File: src/rtl/vld_seq_pkg.sv
package vld_seq_pkg;
  typedef enum logic [1:0] {
    M_SPLAT = 2'd0,
    M_UNIT  = 2'd1,
    M_ELEM  = 2'd2,
    M_INDEX = 2'd3
  } ld_mode_e;

  typedef enum logic [1:0] {
    S_IDLE = 2'd0,
    S_SCAN = 2'd1,
    S_HOLD = 2'd2
  } seq_state_e;
endpackage

File: src/rtl/vld_seq_stepper.sv
// One predicated element index: skips disabled positions one per cycle,
// steps after an issued element, parks at the vector length.
module vld_seq_stepper #(
  parameter int VL_MAX = 8,
  parameter int IW     = $clog2(VL_MAX + 1)
) (
  input  logic              clk,
  input  logic              rst,
  input  logic              clear,
  input  logic              en,
  input  logic              scan,
  input  logic              adv,
  input  logic [IW-1:0]     vl,
  input  logic [VL_MAX-1:0] pred,
  output logic [IW-1:0]     idx,
  output logic              at_end,
  output logic              parked
);
  localparam logic [VL_MAX-1:0] ONE = {{(VL_MAX-1){1'b0}}, 1'b1};

  logic bit_on;

  assign bit_on = |(pred & (ONE << idx));
  assign at_end = (idx >= vl);
  assign parked = !en || at_end || bit_on;

  always_ff @(posedge clk) begin
    if (rst || clear) begin
      idx <= '0;
    end else if (scan && !parked) begin
      idx <= idx + 1'b1;   // skip a masked-off position
    end else if (adv && en) begin
      idx <= idx + 1'b1;
    end
  end
endmodule

File: src/rtl/vld_seq_ea.sv
// Effective address for the current element (combinational).
module vld_seq_ea
  import vld_seq_pkg::*;
#(
  parameter int AW = 32,
  parameter int IW = 4
) (
  input  ld_mode_e      mode,
  input  logic          base_vec,
  input  logic [IW-1:0] i_idx,
  input  logic [AW-1:0] imm,
  input  logic [1:0]    op_size,
  input  logic [AW-1:0] base_val,
  input  logic [AW-1:0] off_val,
  output logic [AW-1:0] ea
);
  logic [AW-1:0] i_w;

  assign i_w = AW'(i_idx);

  always_comb begin
    if (mode == M_INDEX) begin
      ea = base_val + off_val;
    end else if (base_vec) begin
      ea = base_val + imm;
    end else begin
      unique case (mode)
        M_UNIT:  ea = base_val + (i_w << op_size);
        M_ELEM:  ea = base_val + i_w * imm;
        default: ea = base_val + imm;
      endcase
    end
  end
endmodule

File: src/rtl/vld_addr_seq.sv
module vld_addr_seq
  import vld_seq_pkg::*;
#(
  parameter int AW     = 32,
  parameter int VL_MAX = 8,
  parameter int IW     = $clog2(VL_MAX + 1)
) (
  input  logic              clk,
  input  logic              rst,
  input  logic              start,
  input  logic [IW-1:0]     vl,
  input  logic [VL_MAX-1:0] src_pred,
  input  logic [VL_MAX-1:0] dst_pred,
  input  logic              base_vec,
  input  logic              off_vec,
  input  logic              dst_vec,
  input  logic [1:0]        mode,
  input  logic [AW-1:0]     imm,
  input  logic [1:0]        op_size,
  input  logic              upd_en,
  output logic [IW-1:0]     base_idx,
  output logic [IW-1:0]     off_idx,
  input  logic [AW-1:0]     base_rdata,
  input  logic [AW-1:0]     off_rdata,
  output logic              busy,
  output logic              req_valid,
  input  logic              req_ready,
  output logic [AW-1:0]     req_addr,
  output logic [IW-1:0]     req_src_idx,
  output logic [IW-1:0]     req_dst_idx,
  output logic              req_upd,
  output logic [IW-1:0]     req_wb_idx
);
  localparam int NLANE = 3;               // 0: base i, 1: offset k, 2: dest j
  localparam logic [IW-1:0] VL_CAP = IW'(VL_MAX);

  seq_state_e state;

  // captured configuration
  logic [IW-1:0]     cfg_vl;
  logic [VL_MAX-1:0] cfg_src_pred, cfg_dst_pred;
  logic              cfg_base_vec, cfg_off_vec, cfg_dst_vec, cfg_upd;
  ld_mode_e          cfg_mode;
  logic [AW-1:0]     cfg_imm;
  logic [1:0]        cfg_op_size;

  logic              take, scan, adv, last_elem, any_end, all_parked;
  logic [NLANE-1:0]  ln_en, ln_end, ln_park;
  logic [VL_MAX-1:0] ln_pred [NLANE];
  logic [IW-1:0]     ln_idx  [NLANE];
  logic [AW-1:0]     ea;

  assign busy = (state != S_IDLE);
  assign take = (state == S_IDLE) && start;

  // which indices step: i for vector base or a stride mode, k for vector offset in indexed mode
  assign ln_en[0]   = cfg_base_vec || (cfg_mode == M_UNIT) || (cfg_mode == M_ELEM);
  assign ln_en[1]   = (cfg_mode == M_INDEX) && cfg_off_vec;
  assign ln_en[2]   = cfg_dst_vec;
  assign ln_pred[0] = cfg_src_pred;
  assign ln_pred[1] = cfg_src_pred;
  assign ln_pred[2] = cfg_dst_pred;

  assign any_end    = |ln_end;
  assign all_parked = &ln_park;
  assign scan       = (state == S_SCAN) && !any_end;
  assign last_elem  = !cfg_dst_vec ||
                      ((cfg_mode == M_INDEX) && !cfg_base_vec && !cfg_off_vec);
  assign adv        = (state == S_HOLD) && req_ready && !last_elem;

  for (genvar g = 0; g < NLANE; g++) begin : g_lane
    vld_seq_stepper #(.VL_MAX(VL_MAX), .IW(IW)) u_step (
      .clk    (clk),
      .rst    (rst),
      .clear  (take),
      .en     (ln_en[g]),
      .scan   (scan),
      .adv    (adv),
      .vl     (cfg_vl),
      .pred   (ln_pred[g]),
      .idx    (ln_idx[g]),
      .at_end (ln_end[g]),
      .parked (ln_park[g])
    );
  end

  assign base_idx = cfg_base_vec ? ln_idx[0] : '0;
  assign off_idx  = cfg_off_vec  ? ln_idx[1] : '0;

  vld_seq_ea #(.AW(AW), .IW(IW)) u_ea (
    .mode     (cfg_mode),
    .base_vec (cfg_base_vec),
    .i_idx    (ln_idx[0]),
    .imm      (cfg_imm),
    .op_size  (cfg_op_size),
    .base_val (base_rdata),
    .off_val  (off_rdata),
    .ea       (ea)
  );

  always_ff @(posedge clk) begin
    if (rst) begin
      state        <= S_IDLE;
      req_valid    <= 1'b0;
      req_addr     <= '0;
      req_src_idx  <= '0;
      req_dst_idx  <= '0;
      req_upd      <= 1'b0;
      req_wb_idx   <= '0;
      cfg_vl       <= '0;
      cfg_src_pred <= '0;
      cfg_dst_pred <= '0;
      cfg_base_vec <= 1'b0;
      cfg_off_vec  <= 1'b0;
      cfg_dst_vec  <= 1'b0;
      cfg_upd      <= 1'b0;
      cfg_mode     <= M_SPLAT;
      cfg_imm      <= '0;
      cfg_op_size  <= '0;
    end else begin
      unique case (state)
        S_IDLE: if (start) begin
          cfg_vl       <= (vl > VL_CAP) ? VL_CAP : vl;
          cfg_src_pred <= src_pred;
          cfg_dst_pred <= dst_pred;
          cfg_base_vec <= base_vec;
          cfg_off_vec  <= off_vec;
          cfg_dst_vec  <= dst_vec;
          cfg_upd      <= upd_en;
          cfg_mode     <= ld_mode_e'(mode);
          cfg_imm      <= imm;
          cfg_op_size  <= op_size;
          state        <= S_SCAN;
        end
        S_SCAN: begin
          if (any_end) begin
            state <= S_IDLE;
          end else if (all_parked) begin
            req_valid   <= 1'b1;
            req_addr    <= ea;
            req_src_idx <= ln_idx[0];
            req_dst_idx <= ln_idx[2];
            req_upd     <= cfg_upd;
            req_wb_idx  <= cfg_base_vec ? ln_idx[0] : '0;
            state       <= S_HOLD;
          end
        end
        S_HOLD: if (req_ready) begin
          req_valid <= 1'b0;
          state     <= last_elem ? S_IDLE : S_SCAN;
        end
        default: state <= S_IDLE;
      endcase
    end
  end
endmodule

File: config.mk
export PLATFORM = sky130hd
export DESIGN_NAME = vld_addr_seq
export DESIGN_NICKNAME = d
export VERILOG_FILES = /design/src/rtl/vld_seq_pkg.sv /design/src/rtl/vld_seq_stepper.sv /design/src/rtl/vld_seq_ea.sv /design/src/rtl/vld_addr_seq.sv
export SDC_FILE = /design/constraint.sdc
export NUM_CORES = 1
export LEC_CHECK = 0
export BUFFER_PORTS_ARGS = -buffer_cell sky130_fd_sc_hd__buf_2
export CAP_MARGIN = 20
export CORE_ASPECT_RATIO = 2
export CORE_MARGIN = 2
export CORE_UTILIZATION = 55
export CTS_CLUSTER_DIAMETER = 100
export DETAILED_ROUTE_END_ITERATION = 12
export GPL_ROUTABILITY_DRIVEN = 0
export PLACE_DENSITY = 0.76
export SLEW_MARGIN = 20
export SYNTH_ARGS = -nofsm -noshare
export SYNTH_HDL_FRONTEND = slang
export SYNTH_SLANG_ARGS = --single-unit
File: constraint.sdc
create_clock -name clk -period 5.4 [get_ports clk]
set_input_delay 0.81 -clock clk [delete_from_list [all_inputs] [get_ports clk]]
set_output_delay 0.81 -clock clk [all_outputs]
set_load 0.01 [all_outputs]
==> results of run 1 <==
## power by group
part / total [µW] / switching, µW / internal [µW]
registers: 951 / 37.3 / 913
logic: 822 / 510 / 312
clock network: 1120 / 500 / 624
## worst register-to-register path, stage by stage, from the launching register on
cell,delay (ps)
dfxtp_2,430
buf_4,230
and2_1,190
fa_1,460
fa_1,520
inv_1,50
fa_1,490
inv_1,50
ha_1,330
a21o_1,220
or3_1,330
o221a_2,290
o2111ai_2,230
a31oi_2,180
a31oi_4,260
mux2i_1,210
a21oi_1,80
o32a_1,370
a211oi_2,200
## layout by cell type (no fill, tap or decap), types with 20 or more instances in the layout
master,synthesis,layout
nand2_1,233,232
a21oi_1,204,204
inv_1,187,187
buf_2,7,181
ha_1,137,137
and2_1,127,126
dfxtp_1,120,119
nor2_1,106,106
fa_1,89,89
xnor2_1,86,86
o21ai_0,57,56
a21o_1,49,49
nand3_1,41,41
xor2_1,36,36
nor3_1,35,35
buf_4,0,32
a211oi_1,27,26
a221oi_1,20,20
## worst max-delay path by stage
stage,startpoint,to,cells past startpoint
2_1_floorplan,g_lane[0].u_step.idx[2],req_addr[29],19
3_3_place_gp,g_lane[0].u_step.idx[1],req_addr[29],18
3_5_place_dp,g_lane[0].u_step.idx[1],req_addr[29],18
4_1_cts,g_lane[0].u_step.idx[1],req_addr[29],18
5_1_grt,g_lane[0].u_step.idx[3],req_addr[24],18
6_report,g_lane[0].u_step.idx[1],req_addr[29],18
## layout make-up
type,count,area [µm²]
Antenna cell,3,7.51
Clock buffer,19,453
Clock inverter,12,105
Fill cell,2419,9730
Inverter,188,706
Multi-Input combinational cell,1503,11200
Sequential cell,120,2400
Tap cell,344,430
Timing Repair Buffer,214,1170
## cells by family after synthesis
| kind of cell | count (synthesis) |
|---|---|
| AND/OR/NAND/NOR | 633 |
| AO/OA/AOI/OAI | 510 |
| buffers and inverters | 277 |
| adder cells (fa/ha/maj) | 226 |
| XOR/XNOR | 122 |
| flip-flops | 120 |
| multiplexers | 12 |
## flip-flops by register name, summed over array words and instances (netlist names), 8 cells and up
name / cells
req_addr: 32
cfg_dst_pred: 8
cfg_src_pred: 8
cfg_imm: 32
g_lane.u_step.idx: 12
## stage by stage
step | worst slack (ps) | setup TNS (ps) | std cells | utilization
after floorplan | 405 | 0 | 1900 | -
after global placement | 225 | 0 | 2369 | 0.606
after detailed placement | 111 | 0 | 2369 | 0.606
after CTS | 84.9 | 0 | 2400 | 0.627
after global routing | -5.89 | -5.89 | 2401 | 0.628
final | 202 | 0 | 2403 | 0.628
## routing by layer
layer,GRT usage,part of all wire,vias up
li1,-,-,6837
met1,0.352,0.34,7041
met2,0.632,0.50,725
met3,0.0594,0.069,297
met4,0.320,0.10,0
met5,0,0,-
==> run_results.csv, run 1 <==
group,metric,value,unit
logic_synthesis,synthSimpleGateAreaFrac,0.210,
routing,drc,0,
global_route,grt_pass1_wl,77200,µm
cts,numCtsBuffers,17,
worst_setup_path,cp-start-kind,"flip-flop",
routing,vias,14900,
timing,tightest_slew,1020,ps
worst_setup_path,cp_top_family,"compound AO/OA/AOI/OAI gates",
worst_setup_path,critPathMaxStageDelay,520,ps
logic_synthesis,synth-main-ff-cell,"dfxtp_1",
routing,ant_nets,0,
floorplanning,io-pin-count,183,
cts,h-tree-depth,4,
worst_setup_path,reg2reg_slack,200,ps
logic_synthesis,synthMuxAreaShare,0.00857,
floorplanning,rows,84,
worst_setup_path,path_class,"flip-flop to flip-flop",
timing,finalHoldViolCount,0,
layout,final_cell_area,16400,µm²
worst_setup_path,worstPathRequired,5770,ps
logic_synthesis,ys_types,82,
logic_synthesis,synth_compound_gate_area_share,0.232,
layout,final_layout_size_suffix_gt1_frac,0.136,
logic_synthesis,async_flop_share,0,
timing,slew_viol_final,0,
worst_hold_path,hold_start,"req_wb_idx[0]",
worst_setup_path,cp_max_fo,15,
floorplanning,fp.dieW,119,µm
logic_synthesis,synth_area_leaders,"dfxtp_1 16%, fa_1 12%, ha_1 12%",
floorplanning,core,26200,µm²
floorplanning,dieHeight,234,µm
logic_synthesis,netlist_area,14600,µm²
global_route,overflow,0,
worst_setup_path,reg2reg_to,"req_addr[29]",
logic_synthesis,ys_ff_latch,120,
logic_synthesis,synth_top_area_frac,0.164,
timing,finClkSkew,13.8,ps
worst_hold_path,hold_end,"req_wb_idx[0]",
worst_setup_path,cp_num_buf_inv,3,
cts,postCtsSetupBuffers,0,
timing,min_period,5200,ps
timing,finalSetupViolCount,0,
global_route,grt_start_max_net_pins,66,
global_route,grt_antenna_before_repair,2,
place,place_area,15900,µm²
worst_setup_path,rr_worst_depth,18,
global_route,grt_pass1_vias,15100,
cts,clk_path_buf_depth,2,
worst_setup_path,crit_top_cell,"fa_1",
worst_setup_path,rr_startpoint,"g_lane[0].u_step.idx[1]",
worst_setup_path,end_kind,"flip-flop",
layout,syn2layout_area_growth,12.6,%
logic_synthesis,synth_warnings,0,
routing,initialDrtViolationCount,1052,
global_route,grtUsageTotal,0.356,
floorplanning,start_util,0.558,
floorplanning,die_area,28000,µm²
routing,vias_per_cell,6.20,
logic_synthesis,yosysTopAreaCell,"dfxtp_1",
worst_hold_path,min_path_cells,2,
logic_synthesis,yosys-top-cells-count,"233 x nand2_1, 204 x a21oi_1, 187 x inv_1",
cts,cts_root_buffer,"clkbuf_16",
flow_run,maxCapViolCount,0,
place,portBuffers,182,
cts,hold_buffers,0,
power_and_ir_drop,total_power,2900,µW
logic_synthesis,synth_xor_area_frac,0.0732,
routing,post_drt_wl_per_cell,20.5,µm
cts,cts_resized,0,
timing,hold_ws,453,ps
cts,cts_tree,"yes",
status,status,"completed",
layout,final_nets,2398,
cts,cts_num_sinks,120,
logic_synthesis,yosys.area_share.adder,0.239,
logic_synthesis,syn_avg_cell_area,7.69,µm²
worst_setup_path,cp.arrival,5570,ps
logic_synthesis,syn_nets,2254,
timing,fin_crit_sh,0.963,
worst_setup_path,crit_slowest_cell,"fa_1",
timing,fmax,192,MHz
routing,wirelength,49300,µm
logic_synthesis,synthCells,1900,
worst_setup_path,path_cells,"buf_4, and2_1, fa_1, fa_1, inv_1, fa_1, inv_1, ha_1, a21o_1, or3_1, o221a_2, o2111ai_2, a31oi_2, a31oi_4, mux2i_1, a21oi_1, o32a_1, a211oi_2",
power_and_ir_drop,powerDensity,176,nW/µm²
power_and_ir_drop,p_leak,0.00763,µW
logic_synthesis,synth_edf_count,0,
cts,path_clk_slew,70,ps
logic_synthesis,synth_seq_area_share,0.164,
logic_synthesis,synth_top_family_by_area,"adder cells",
power_and_ir_drop,ir_drop,0.200,mV
worst_hold_path,min_path_type,"flip-flop to flip-flop",
timing,maxSlewHeadroom,0.322,
cts,clk_latency,460,ps
place,hpwl,37500,µm
routing,drtPass1Iterations,6,
logic_synthesis,synth.most_common_cell,"nand2_1",
Power figures use the tool's default switching activity.
==> run 2, diff against run 1 <==
- CORE_MARGIN: 2 -> unset
- PLACE_DENSITY: 0.76 -> 0.73
- clock period: 5.4 -> 4.8 ns (I/O delays scaled with it)
==> run 2 against run 1 <==
Compared with the run above:
- via count is 3.4% higher
- die area down 2.5%
- sequential share of layout area shrank 0.75 points
- worst setup slack lost 160 ps
- critical path depth unchanged
- utilization up 3.7 points
- first-iteration DRC count grew 37%
- total power grew 15%
- hold slack worse by 1.5 ps
- fmax grew 9.1%
- register-to-register slack lost 160 ps
==> run_results.csv, run 2 (synthesized netlist as in run 1, its figures left out) <==
group,metric,value,unit
timing,finalSetupViolCount,0,
routing,drc,0,
cts,hold_buffers,0,
worst_setup_path,reg2reg_to,"req_addr[12]",
layout,final_layout_size_suffix_gt1_frac,0.194,
place,hpwl,39100,µm
timing,finalHoldViolCount,0,
routing,initialDrtViolationCount,1444,
timing,slew_viol_final,0,
global_route,grtUsageTotal,0.403,
status,status,"completed",
layout,final_common_cell,"nand2_1",
cts,h-tree-depth,4,
layout,stdcell_count,2463,
power_and_ir_drop,ir_drop,0.270,mV
timing,rsz0062_at_grt,"yes",
worst_setup_path,crit_slowest_cell,"o221ai_2",
timing,finClkSkew,11.7,ps
worst_setup_path,path_cells,"and2_1, fa_2, fa_1, inv_1, fa_1, inv_1, ha_4, and4_4, buf_6, o211ai_1, o21ai_2, buf_4, buf_4, xnor2_1, o21ai_0, o221ai_2, buf_4, a21oi_1",
routing,drtPass1Iterations,6,
worst_setup_path,rr_worst_depth,18,
cts,clk_latency,460,ps
worst_setup_path,end_kind,"flip-flop",
power_and_ir_drop,p_leak,0.00799,µW
cts,cts_num_sinks,120,
power_and_ir_drop,intPower,2120,µW
worst_setup_path,cp-start-kind,"flip-flop",
worst_hold_path,hold_start,"req_dst_idx[2]",
global_route,grt_pass1_vias,15600,
timing,hold_ws,452,ps
floorplanning,rows,84,
timing,fin_crit_sh,0.992,
worst_hold_path,min_path_type,"flip-flop to flip-flop",
global_route,grt_start_max_net_pins,63,
timing,fmax,210,MHz
floorplanning,io-pin-count,183,
timing,min_period,4760,ps
worst_setup_path,crit_top_cell,"buf_4",
routing,vias,15400,
floorplanning,die_area,27200,µm²
timing,tightest_slew,1190,ps
worst_hold_path,min_path_cells,2,
power_and_ir_drop,pwr-share-clk,0.378,
layout,top_regs,"cfg_imm x32, req_addr x32, g_lane.u_step.idx x12",
layout,final_nets,2459,
power_and_ir_drop,combPwrFrac,0.301,
global_route,grt_antenna_before_repair,2,
floorplanning,start_util,0.558,
floorplanning,core,26200,µm²
flow_run,maxCapViolCount,0,
worst_setup_path,worstPathRequired,5110,ps
power_and_ir_drop,powerDensity,191,nW/µm²
routing,wirelength,53300,µm
worst_setup_path,cp_max_fo,5,
place,dp.cells,2421,
worst_setup_path,path_class,"flip-flop to flip-flop",
place,portBuffers,182,
global_route,overflow,0,
floorplanning,dieHeight,232,µm
timing,maxSlewHeadroom,0.208,
power_and_ir_drop,seqPwrFrac,0.321,
routing,post_drt_wl_per_cell,21.6,µm
global_route,grt_pass1_wl,81100,µm
cts,numCtsBuffers,17,
worst_setup_path,rr_startpoint,"cfg_imm[8]",
worst_setup_path,reg2reg_slack,40,ps
layout,syn2layout_area_growth,19.3,%
worst_setup_path,critPathMaxStageDelay,540,ps
routing,ant_nets,0,
layout,mostFrequentLayoutCells,"231 x nand2_1, 195 x a21oi_1, 184 x inv_1",
worst_hold_path,hold_end,"req_dst_idx[2]",
cts,path_clk_slew,60,ps
cts,cts_tree,"yes",
cts,clk_path_buf_depth,2,
place,place_ws,-338,ps
worst_setup_path,cp.arrival,5070,ps
routing,vias_per_cell,6.26,
power_and_ir_drop,power.switching,1220,µW
cts,cts_root_buffer,"clkbuf_16",
floorplanning,fp.dieW,117,µm
timing,fin_ws,37.9,ps
power_and_ir_drop,p_sw_frac,0.365,
==> run 2: layout make-up <==
cell class	instances	area, µm²
Antenna cell	2	5.00
Sequential cell	120	2420
Multi-Input combinational cell	1503	11600
Inverter	188	706
Clock buffer	18	429
Tap cell	344	430
Timing Repair Buffer	275	1680
Clock inverter	13	120
Fill cell	2219	8750
==> run 2: critical path, delay by kind of cell (launching register included) <==
family / cells / cell delay (ps)
DFF: 1 / 470
adders and majority gates: 4 / 1710
and+or+nand+nor: 2 / 440
AOI/OAI and AO/OA: 5 / 1170
xor gates and xnor gates: 1 / 100
buffers and inverters: 6 / 720
==> run 2: per-layer routing <==
metal	global-route usage	up-vias	wire (µm)	part of all wire
met1	0.390	7265	17300	0.33
met5	0.00980	-	0	0
met3	0.142	373	4880	0.092
li1	-	6960	-	-
met4	0.386	0	5720	0.11
met2	0.646	811	25300	0.48
==> run 2: repair_timing <==
| action | in CTS | in global routing |
|---|---|---|
| endpoints found under the setup margin | 15 | 20 |
| gates resized for setup | 28 | 80 |
| setup buffers | 3 | 5 |
| cloned | 0 | 0 |
| pin swaps | 14 | 44 |
==> run 2: power by group through the flow <==
| stage | logic (µW) | clock network, µW | registers [µW] |
|---|---|---|---|
| final | 1000 | 1260 | 1070 |
| after floorplan | 612 | 0 | 1070 |
| after global routing | 1080 | 1310 | 1070 |
| after global placement | 903 | 0 | 1090 |
| after CTS | 928 | 1260 | 1070 |
| after detailed placement | 918 | 0 | 1090 |
==> run 2: through the flow <==
stage                util  setup TNS (ps)  area [µm²]  power [µW]
global route        0.665           -2080       17400        3460
finish              0.665               0       17400        3330
floorplan               -               0       14600        1680
detailed placement  0.622           -1790       16300        2010
CTS                 0.649               0       17000        3260
global placement    0.622            -943       16300        1990
==> run 2: worst max path at each step <==
stage                         endpoint               startpoint  slack, ps
after global routing      req_addr[14]               cfg_imm[4]       -280
after floorplan           req_addr[29]  g_lane[0].u_step.idx[1]        0.5
after detailed placement  req_addr[14]               cfg_imm[9]       -340
final                     req_addr[12]               cfg_imm[8]         40
after CTS                 req_addr[29]  g_lane[0].u_step.idx[1]         10
after global placement    req_addr[14]               cfg_imm[9]       -310
==> run 3, diff against run 2 <==
- CELL_PAD_IN_SITES_DETAIL_PLACEMENT: unset -> 1
- CELL_PAD_IN_SITES_GLOBAL_PLACEMENT: unset -> 1
- CORE_UTILIZATION: 55 -> 45
- PLACE_DENSITY: 0.73 -> 0.8
==> run 3 against run 2 <==
Compared with the run above:
- the run now ends with setup timing left
- first-iteration DRC count is 40% lower
- total power is 2.5% higher
- global-route usage is 3.2 points lower
- non-clock buffer count is 7 higher
- design area is 1.1% higher
- clock power grew 5%
- clock-buffer cell count is 1 lower
- combinational power is essentially flat
- critical path depth grew 2
- cell count grew 3.7%
- sequential power barely moved
- critical endpoint is now req_addr[24]
- largest power group unchanged
==> run_results.csv, run 3 (synthesized netlist as in run 1, its figures left out) <==
group,metric,value,unit
floorplanning,core,32100,µm²
worst_setup_path,end_kind,"flip-flop",
layout,final_nets,2466,
worst_setup_path,crit_slowest_cell,"a21oi_1",
worst_setup_path,worstPathRequired,5150,ps
cts,h-tree-depth,4,
worst_setup_path,cp_num_buf_inv,5,
cts,path_clk_slew,60,ps
worst_hold_path,min_path_type,"flip-flop to flip-flop",
place,dp.cells,2508,
global_route,grt_pass1_wl,92400,µm
routing,wirelength,62400,µm
routing,vias,15700,
worst_setup_path,cp_top_family,"compound AO/OA/AOI/OAI gates",
place,portBuffers,182,
worst_setup_path,cp_max_fo,20,
routing,initialDrtViolationCount,860,
routing,ant_nets,0,
cts,cts_num_sinks,120,
timing,fin_ws,-320,ps
layout,n_fill_cell,4073,
routing,post_drt_wl_per_cell,24.4,µm
flow_run,maxCapViolCount,0,
floorplanning,io-pin-count,183,
place,hpwl,45900,µm
timing,slew_viol_final,0,
floorplanning,dieHeight,257,µm
floorplanning,rows,93,
timing,min_period,5120,ps
place,place_ws,-545,ps
global_route,grt_antenna_before_repair,2,
timing,finalHoldViolCount,0,
layout,stdcell_count,2554,
cts,clk_path_buf_depth,2,
layout,final_core_util,0.548,
global_route,grt_start_max_net_pins,79,
routing,vias_per_cell,6.16,
cts,hold_buffers,0,
routing,drtPass1Iterations,5,
worst_setup_path,rr_worst_depth,20,
worst_hold_path,min_path_cells,2,
layout,mostFrequentLayoutCells,"231 x nand2_1, 199 x a21oi_1, 184 x inv_1",
timing,finalSetupViolCount,9,
global_route,overflow,0,
floorplanning,die_area,33200,µm²
layout,final_layout_size_suffix_gt1_frac,0.200,
layout,top_regs,"cfg_imm x32, req_addr x32, g_lane.u_step.idx x12",
floorplanning,fp.dieW,129,µm
worst_setup_path,cp-start-kind,"flip-flop",
worst_setup_path,crit_top_cell,"fa_1",
routing,drc,0,
status,violations,"setup timing",
worst_setup_path,critPathMaxStageDelay,570,ps
power_and_ir_drop,ir_drop,0.282,mV
floorplanning,start_util,0.455,
layout,final_common_cell,"nand2_1",
worst_setup_path,cp.arrival,5470,ps
global_route,grtUsageTotal,0.371,
status,status,"complete, but fails checks",
worst_setup_path,crit_cells,20,
timing,fmax,195,MHz
power_and_ir_drop,p_leak,0.00807,µW
worst_setup_path,path_class,"flip-flop to flip-flop",
layout,syn2layout_area_growth,20.6,%
timing,finClkSkew,15.0,ps
cts,clk_latency,470,ps
timing,rsz0062_at_grt,"yes",
power_and_ir_drop,powerDensity,194,nW/µm²
timing,fin_crit_sh,1.07,
cts,cts_root_buffer,"clkbuf_16",
cts,cts_tree,"yes",
cts,numCtsBuffers,17,
timing,tightest_slew,1040,ps
global_route,grt_pass1_vias,17200,
worst_setup_path,path_cells,"buf_12, buf_12, and2_1, fa_1, fa_1, inv_1, fa_1, inv_1, ha_1, buf_4, a21oi_2, o311a_1, a21oi_1, a211oi_2, o21bai_1, a21boi_0, o21bai_1, xor2_1, a221oi_1, a21oi_1",
timing,maxSlewHeadroom,0.303,
[run 3: cell count changes in the layout (fill, tap and decap cells not counted), moves of 5 or more]
cell     previous run  this run
dfxtp_1           115       110
and2_1            119       124
and2_4              7         1
buf_6               9         4
buf_4              81        94
dfxtp_2             2         8
[run 3: worst paths after layout]
check | start | to | slack (ps)
max | g_lane[0].u_step.idx[3] | req_addr[24] | -320
min | cfg_vl[3] | cfg_vl[3] | 460
max reg2reg | g_lane[0].u_step.idx[3] | req_addr[24] | -320
min reg2reg | cfg_vl[3] | cfg_vl[3] | 460
[run 3: report_power, final]
group / switching [µW] / total, µW / internal, µW
Clock: 597 / 1320 / 722
Sequential: 42.5 / 1070 / 1030
Combinational: 644 / 1030 / 385
[run 3: per-stage QoR]
step	power (µW)	TNS [ps]	hold slack (ps)	instance area (µm²)
2_1_floorplan	1680	0	432	14600
3_3_place_gp	2010	-1540	435	16400
3_5_place_dp	2040	-3310	447	16400
4_1_cts	3360	-255	456	17200
5_1_grt	3540	-2900	471	17600
6_report	3420	-1270	455	17600
[run 3: worst min-delay path, stage by stage (launching register included)]
cell,delay [ps]
dfxtp_1,310
nand2_1,50
a21oi_1,50
[run 3: cell type report]
type / count / area [µm²] / area share
Multi-Input combinational cell: 1503 / 11700 / 0.662
Sequential cell: 120 / 2420 / 0.137
Timing Repair Buffer: 282 / 1720 / 0.0975
Inverter: 188 / 706 / 0.0401
Tap cell: 427 / 534 / 0.0303
Clock buffer: 17 / 425 / 0.0242
Clock inverter: 14 / 143 / 0.00810
Antenna cell: 3 / 7.51 / 0.000426
[run 3: timing repair]
action / 4_1_cts / 5_1_grt
pin swaps: 26 / 24
hold endpoints to repair: 0 / 0
resized for setup: 44 / 66
endpoints found under the setup margin: 17 / 19
gates cloned: 0 / 0
setup buffers: 5 / 8
[run 3: layer usage]
layer | routed length, µm | up-vias | GRT usage
met5 | 0 | - | 0
met4 | 6450 | 0 | 0.358
met3 | 3830 | 359 | 0.0941
met2 | 31500 | 684 | 0.650
met1 | 20600 | 7705 | 0.337
li1 | - | 6978 | -
